## src/rtl/gpio_edge_pkg.sv

```systemverilog
package gpio_edge_pkg;

    // Register select codes seen on reg_sel
    typedef enum logic [1:0] {
        SEL_RISE = 2'd0,
        SEL_FALL = 2'd1,
        SEL_WAKE = 2'd2,
        SEL_STAT = 2'd3
    } reg_sel_e;

endpackage

```

## src/rtl/gpio_edge_sync.sv

```systemverilog
// Multi-stage synchronizer plus one-cycle history for edge detection.
module gpio_edge_sync #(
    parameter int WIDTH  = 28,
    parameter int STAGES = 2
) (
    input  logic             clk,
    input  logic             rst_n,
    input  logic [WIDTH-1:0] raw_in,
    output logic [WIDTH-1:0] rise_det,
    output logic [WIDTH-1:0] fall_det
);

    logic [WIDTH-1:0] stage_q [STAGES];
    logic [WIDTH-1:0] last_q;
    logic [WIDTH-1:0] synced;

    always_ff @(posedge clk or negedge rst_n) begin
        if (!rst_n) begin
            for (int s = 0; s < STAGES; s++) begin
                stage_q[s] <= '0;
            end
            last_q <= '0;
        end else begin
            stage_q[0] <= raw_in;
            for (int s = 1; s < STAGES; s++) begin
                stage_q[s] <= stage_q[s-1];
            end
            last_q <= stage_q[STAGES-1];
        end
    end

    assign synced   = stage_q[STAGES-1];
    assign rise_det = synced & ~last_q;
    assign fall_det = ~synced & last_q;

endmodule

```

## src/rtl/gpio_edge_cfg.sv

```systemverilog
// Configuration registers: rising enables, falling enables, wake mask.
module gpio_edge_cfg
    import gpio_edge_pkg::*;
#(
    parameter int WIDTH = 28
) (
    input  logic             clk,
    input  logic             rst_n,
    input  logic             wr_en,
    input  reg_sel_e         sel,
    input  logic [WIDTH-1:0] wdata,
    output logic [WIDTH-1:0] rise_en,
    output logic [WIDTH-1:0] fall_en,
    output logic [WIDTH-1:0] wake_en
);

    always_ff @(posedge clk or negedge rst_n) begin
        if (!rst_n) begin
            rise_en <= '0;
            fall_en <= '0;
            wake_en <= '0;
        end else if (wr_en) begin
            unique case (sel)
                SEL_RISE: rise_en <= wdata;
                SEL_FALL: fall_en <= wdata;
                SEL_WAKE: wake_en <= wdata;
                SEL_STAT: ;
            endcase
        end
    end

endmodule

```

## src/rtl/gpio_edge_status.sv

```systemverilog
// Sticky edge status, cleared by writing ones; a new edge beats a clear.
module gpio_edge_status #(
    parameter int WIDTH = 28
) (
    input  logic             clk,
    input  logic             rst_n,
    input  logic [WIDTH-1:0] set_mask,
    input  logic [WIDTH-1:0] clr_mask,
    output logic [WIDTH-1:0] status
);

    always_ff @(posedge clk or negedge rst_n) begin
        if (!rst_n) begin
            status <= '0;
        end else begin
            status <= (status & ~clr_mask) | set_mask;
        end
    end

endmodule

```

## src/rtl/gpio_edge_irq.sv

```systemverilog
module gpio_edge_irq
    import gpio_edge_pkg::*;
#(
    parameter int NUM_PINS    = 28,
    parameter int NUM_DIRECT  = 11,
    parameter int DATA_W      = 32,
    parameter int SYNC_STAGES = 2
) (
    input  logic                  clk,
    input  logic                  rst_n,
    input  logic [NUM_PINS-1:0]   pins_in,
    input  logic [1:0]            reg_sel,
    input  logic                  reg_wen,
    input  logic [DATA_W-1:0]     reg_wdata,
    output logic [DATA_W-1:0]     reg_rdata,
    output logic [NUM_DIRECT-1:0] irq_direct,
    output logic                  irq_shared,
    output logic                  wake_req
);

    localparam int PAD_W = DATA_W - NUM_PINS;

    reg_sel_e            sel_e;
    logic [NUM_PINS-1:0] wdata_pins;
    logic [NUM_PINS-1:0] rise_det, fall_det;
    logic [NUM_PINS-1:0] rise_en, fall_en, wake_en;
    logic [NUM_PINS-1:0] qual_edges;
    logic [NUM_PINS-1:0] clr_mask;
    logic [NUM_PINS-1:0] status_q;
    logic [NUM_PINS-1:0] rd_sel_val;
    logic                unused_wdata_hi;

    assign sel_e           = reg_sel_e'(reg_sel);
    assign wdata_pins      = reg_wdata[NUM_PINS-1:0];
    assign unused_wdata_hi = ^reg_wdata[DATA_W-1:NUM_PINS];

    gpio_edge_sync #(
        .WIDTH  (NUM_PINS),
        .STAGES (SYNC_STAGES)
    ) u_sync (
        .clk      (clk),
        .rst_n    (rst_n),
        .raw_in   (pins_in),
        .rise_det (rise_det),
        .fall_det (fall_det)
    );

    gpio_edge_cfg #(
        .WIDTH (NUM_PINS)
    ) u_cfg (
        .clk     (clk),
        .rst_n   (rst_n),
        .wr_en   (reg_wen),
        .sel     (sel_e),
        .wdata   (wdata_pins),
        .rise_en (rise_en),
        .fall_en (fall_en),
        .wake_en (wake_en)
    );

    assign qual_edges = (rise_det & rise_en) | (fall_det & fall_en);
    assign clr_mask   = (reg_wen && sel_e == SEL_STAT) ? wdata_pins : '0;

    gpio_edge_status #(
        .WIDTH (NUM_PINS)
    ) u_status (
        .clk      (clk),
        .rst_n    (rst_n),
        .set_mask (qual_edges),
        .clr_mask (clr_mask),
        .status   (status_q)
    );

    // Read mux: unused upper bits are padded with zeros
    always_comb begin
        unique case (sel_e)
            SEL_RISE: rd_sel_val = rise_en;
            SEL_FALL: rd_sel_val = fall_en;
            SEL_WAKE: rd_sel_val = wake_en;
            SEL_STAT: rd_sel_val = status_q;
        endcase
    end

    assign reg_rdata  = {{PAD_W{1'b0}}, rd_sel_val};
    assign irq_direct = status_q[NUM_DIRECT-1:0];
    assign irq_shared = |status_q[NUM_PINS-1:NUM_DIRECT];
    assign wake_req   = |(status_q & wake_en);

endmodule

```

## config.mk

```make
export PLATFORM = sky130hd
export DESIGN_NAME = gpio_edge_irq
export DESIGN_NICKNAME = d
export VERILOG_FILES = /design/src/rtl/gpio_edge_pkg.sv /design/src/rtl/gpio_edge_sync.sv /design/src/rtl/gpio_edge_cfg.sv /design/src/rtl/gpio_edge_status.sv /design/src/rtl/gpio_edge_irq.sv
export SDC_FILE = /design/constraint.sdc
export NUM_CORES = 1
export LEC_CHECK = 0
export ABC_AREA = 1
export BUFFER_PORTS_ARGS = -buffer_cell sky130_fd_sc_hd__buf_2
export CORE_ASPECT_RATIO = 0.75
export CORE_MARGIN = 5
export CORE_UTILIZATION = 44
export DETAILED_ROUTE_END_ITERATION = 10
export PLACE_DENSITY = 0.61
export SLEW_MARGIN = 20
export SYNTH_ARGS = -nofsm -noshare
export SYNTH_HDL_FRONTEND = slang
export SYNTH_HIERARCHICAL = 1
export SYNTH_SLANG_ARGS = --single-unit
```

## constraint.sdc

```tcl
create_clock -name clk -period 0.95 [get_ports clk]
set_input_delay 0.1425 -clock clk [delete_from_list [all_inputs] [get_ports clk]]
set_output_delay 0.1425 -clock clk [all_outputs]
set_load 0.005 [all_outputs]
```

* Word level (Yosys, flattened, before mapping) *
Cells that the tools add are included.

word-level totals
  register bits = 196
  output and inout bits = 45

operators by class
  equality and inequality tests = 3
  mux-type cells = 2
  bitwise logic cells = 11
  reduce and logical (&&, ||, !) cells = 7

operators with widths
  cell                                                              number
  28-bit bitwise AND                                                6
  28-bit one-hot mux with 4 select lines                            1
  28-bit NOT                                                        3
  28-bit OR                                                         2
  28-bit two-way mux                                                1
  28-bit OR reduction                                               1
  17-bit OR reduction                                               1
  2-bit AND reduction                                               3
  2-bit == test (second input constant)                             2
  2-bit by 1-bit == test with 1-bit output (second input constant)  1
  2-bit zero test                                                   1
  1-bit logical AND                                                 1

* Logic depth before layout (Yosys ltp) *
  depth in word-level cells = 6
  mapped depth = 8
  gate-level depth less buffers = 7

* Hierarchy *
The synthesis kept the hierarchy.

by module, submodules not included
  module            times used  cells an instance  area each (µm²)  sequential area each (µm²)
  gpio_edge_cfg     1           373                3484.6           2102.0
  gpio_edge_sync    1           196                2522.4           2102.0
  gpio_edge_irq     1           312                1482.7           0.0
  gpio_edge_status  1           140                1121.1           700.7

* Worst setup path before layout *
No wires, ideal clock.

  path type = register -> output
  start = register u_status.status[8]
  end = output port wake_req
  arrival = 779 ps
  required time = 808 ps
  slack = 29 ps
  stages on the path, launching flop included = 7
  path through = dfrtp_1 > nand2_1 > nand2_1 > nor2_1 > nand2_1 > nor2_1 > nand2_1

between the ends
  longest elaborated chain between the ends = 2

ends and longest elaborated chain
  what                    line                    source
  start, declared         gpio_edge_status.sv:9   output logic [WIDTH-1:0] status
  start signal, assigned  gpio_edge_status.sv:16  status <= (status & ~clr_mask) | set_mask;
  28-bit bitwise AND      gpio_edge_irq.sv:87     assign wake_req = |(status_q & wake_en);
  28-bit OR reduction     gpio_edge_irq.sv:87
  end, declared           gpio_edge_irq.sv:18     output logic wake_req

Every way passes these cells.

* Final worst setup path *
  start = register u_cfg.wake_en[6]
  end = output port wake_req

between the ends
  longest elaborated chain between the ends = 2

ends and longest elaborated chain
  what                    line                 source
  start, declared         gpio_edge_cfg.sv:14  output logic [WIDTH-1:0] wake_en
  start signal, assigned  gpio_edge_cfg.sv:26  SEL_WAKE: wake_en <= wdata;
  28-bit bitwise AND      gpio_edge_irq.sv:87
  28-bit OR reduction     gpio_edge_irq.sv:87

Every way passes these cells.

==> metrics.yaml <==
power_and_ir_drop:
  powerDensity_mw_per_mm2: 1880
  peakVddDrop_v: 0.00118
  p_leak_nw: 6.32
cts:
  cts_made_buffers: 17
  cts_max_level: 4
  clock_latency_ns: 0.43
  cts_root_buffer: "clkbuf_16"
  clockBufferDepth: 2
  clkTransAtPathRegs_ns: 0.07
  cts_sinks: 196
  cts_tree: "done"
timing:
  max_freq_ghz: 0.594
  drv_slew: 0
  finalSetupViolCount: 41
  fin_crit_sh_pct: 177
  setup_slack_ns: -0.733
  hold_violations: 0
  period_needed_ns: 1.68
  rsz0062_at_grt: "yes"
  holdWs_ns: 0.0172
  finalClockSkew_ns: 0.0108
final_layout:
  syn2layout_area_growth_pct: 39.9
  nets: 1348
  final_area_mm2: 0.0121
  drive_gt1_share_pct: 26.9
  final_util_pct: 62.4
floorplan:
  num_io_pins: 110
  core-area_mm2: 0.0193
  fp.dieW_um: 172
  die_h_um: 131
  die-area_mm2: 0.0225
  rows: 44
  start_util_pct: 44.6
placement:
  gp_routability_congestion: 0.837
  dpl.hpwl_um: 16200
  port_buffers: 101
  place_area_mm2: 0.0101
worst_setup_path:
  start_kind: "flip-flop"
  cp.arrival_ns: 1.54
  cp.required_ns: 0.81
  worstSetupPathType: "flip-flop to output pin"
  reg2reg_depth: 5
  endpoint_kind: "output pin"
  path_max_fanout: 2
routing:
  ant_nets: 0
  drc: 0
  dr.pass1.iters: 6
  drt-total-wl_um: 24500
  post_drt_wl_per_cell_um: 15.8
  avgViaCountPerCell: 4.90
  vias: 7597
  initialDrtViolationCount: 631
synth:
  ys.flop_type: "dfrtp_1"
  netlist.area_leader.share_pct: 57.0
  ys_ff_latch: 196
  yosysWarningCount: 6
  synthTopCellsByCount: "nand2_1, dfrtp_1, inv_1"
  synth_area_mm2: 0.00861
  yosysMostFrequentCell: "nand2_1"
  synth-async-reset-ratio_pct: 100
  synth_cell_type_count: 21
  synth_area_leader_cell: "dfrtp_1"
  syn_avg_cell_area_um2: 8.43
  yosys-top-cells-area: "dfrtp_1, nand2_1, inv_1, nand4_1, nor2_1"
  synthCells: 1021
  synth_edf_count: 0
  ys_seq_area_share_pct: 57.0
global_route:
  grt_usage_pct: 22.1
  grt_antenna_before_repair: 1
  grt.overflow.total: 0
  grt_pass1_wl_um: 39200
  grt_max_degree: 53
  grt_pass1_vias: 7332
min_path:
  min_path_type: "input pin to flip-flop"
  whs_path_depth: 3
flow_run:
  cap_viol_max_count: 0
status:
  violations: "negative setup slack"
  status: "finished with violations"
path summary, 6_finish.rpt:
kind,startpoint,endpoint,slack [ns]
max,u_cfg/wake_en[6]$_DFFE_PN0P_,wake_req,-0.73
min,reg_wdata[2],u_cfg/rise_en[2]$_DFFE_PN0P_,0.02
max reg2reg,u_sync/synced[24]$_DFF_PN0_,u_status/status[24]$_DFF_PN0_,0.02
min reg2reg,u_sync/stage_q[30]$_DFF_PN0_,u_sync/synced[2]$_DFF_PN0_,0.35
max in group asynchronous,rst_n,u_sync/stage_q[38]$_DFF_PN0_,0.25
min in group asynchronous,rst_n,u_sync/stage_q[28]$_DFF_PN0_,0.21
logic make-up after synthesis:
kind of cell	synth area share (%)
AO/OA/AOI/OAI	3.97
buffers and inverters	10.5
flip-flops	57.0
other	0.0436
AND/OR/NAND/NOR	28.6
per-layer routing:
metal / track usage (%) / wire length (um) / vias to the layer above
met3: 3.99 / 1440 / 29
li1: - / - / 3711
met4: 4.66 / 266 / 0
met5: 0 / 0 / -
met1: 33.5 / 11900 / 3615
met2: 33.4 / 10900 / 242
through the flow:
step,setup TNS (ns),total power [W],cells,setup WS [ns]
4_1_cts,-18.52,0.0224,1534,-0.737
3_5_place_dp,-33.91,0.0141,1440,-0.338
3_3_place_gp,-31.21,0.0141,1440,-0.335
5_1_grt,-21.01,0.0239,1549,-0.824
2_1_floorplan,0,0.0119,1024,0.0288
6_report,-18.60,0.0227,1549,-0.733
timing repair:
item / in CTS / in global routing
gates cloned: 0 / 0
pin swaps: 30 / 39
resized for setup: 98 / 58
setup buffers: 18 / 18
endpoints found under the setup margin: 43 / 55
endpoints found under the hold margin: 285 / 0
hold buffers: 54 / 0
cell usage in the layout (no fill, tap or decap), types with 38 or more instances in the layout:
| master | count |
|---|---|
| nand2_2 | 38 |
| nand4_1 | 74 |
| nand2_1 | 332 |
| buf_4 | 66 |
| buf_2 | 88 |
| nor2_1 | 88 |
| dlygate4sd3_1 | 54 |
| buf_6 | 60 |
| dfrtp_1 | 196 |
| inv_1 | 139 |
sequential cells by signal (all words and copies together), names as in the netlist:
signal,count
u_sync/stage_q,28
u_cfg/rise_en,28
u_cfg/wake_en,28
u_status/status,28
u_cfg/fall_en,28
u_sync/synced,28
u_sync/last_q,28
power by group:
group | internal [W] | switching (W) | total, W
sequential | 0.00935 | 0.000783 | 0.0101
clock | 0.00397 | 0.00337 | 0.00734
combinational | 0.00269 | 0.00252 | 0.00521
worst max-delay path, cell delays in order, from the launching register on:
cell,delay [ns]
dfrtp_1,0.39
nand2_1,0.07
nand2_1,0.06
nor2_2,0.15
nand2_1,0.09
nor2_1,0.12
nand2_2,0.09
buf_6,0.12
cell type report:
cell class	count	area (um2)
Sequential cell	196	4900
Multi-Input combinational cell	626	3150
Tap cell	253	317
Antenna cell	1	2.50
Clock inverter	14	169
Fill cell	1616	7270
Timing Repair Buffer	285	2490
Clock buffer	17	425
Inverter	157	596
(Power assumes the default switching activity.)
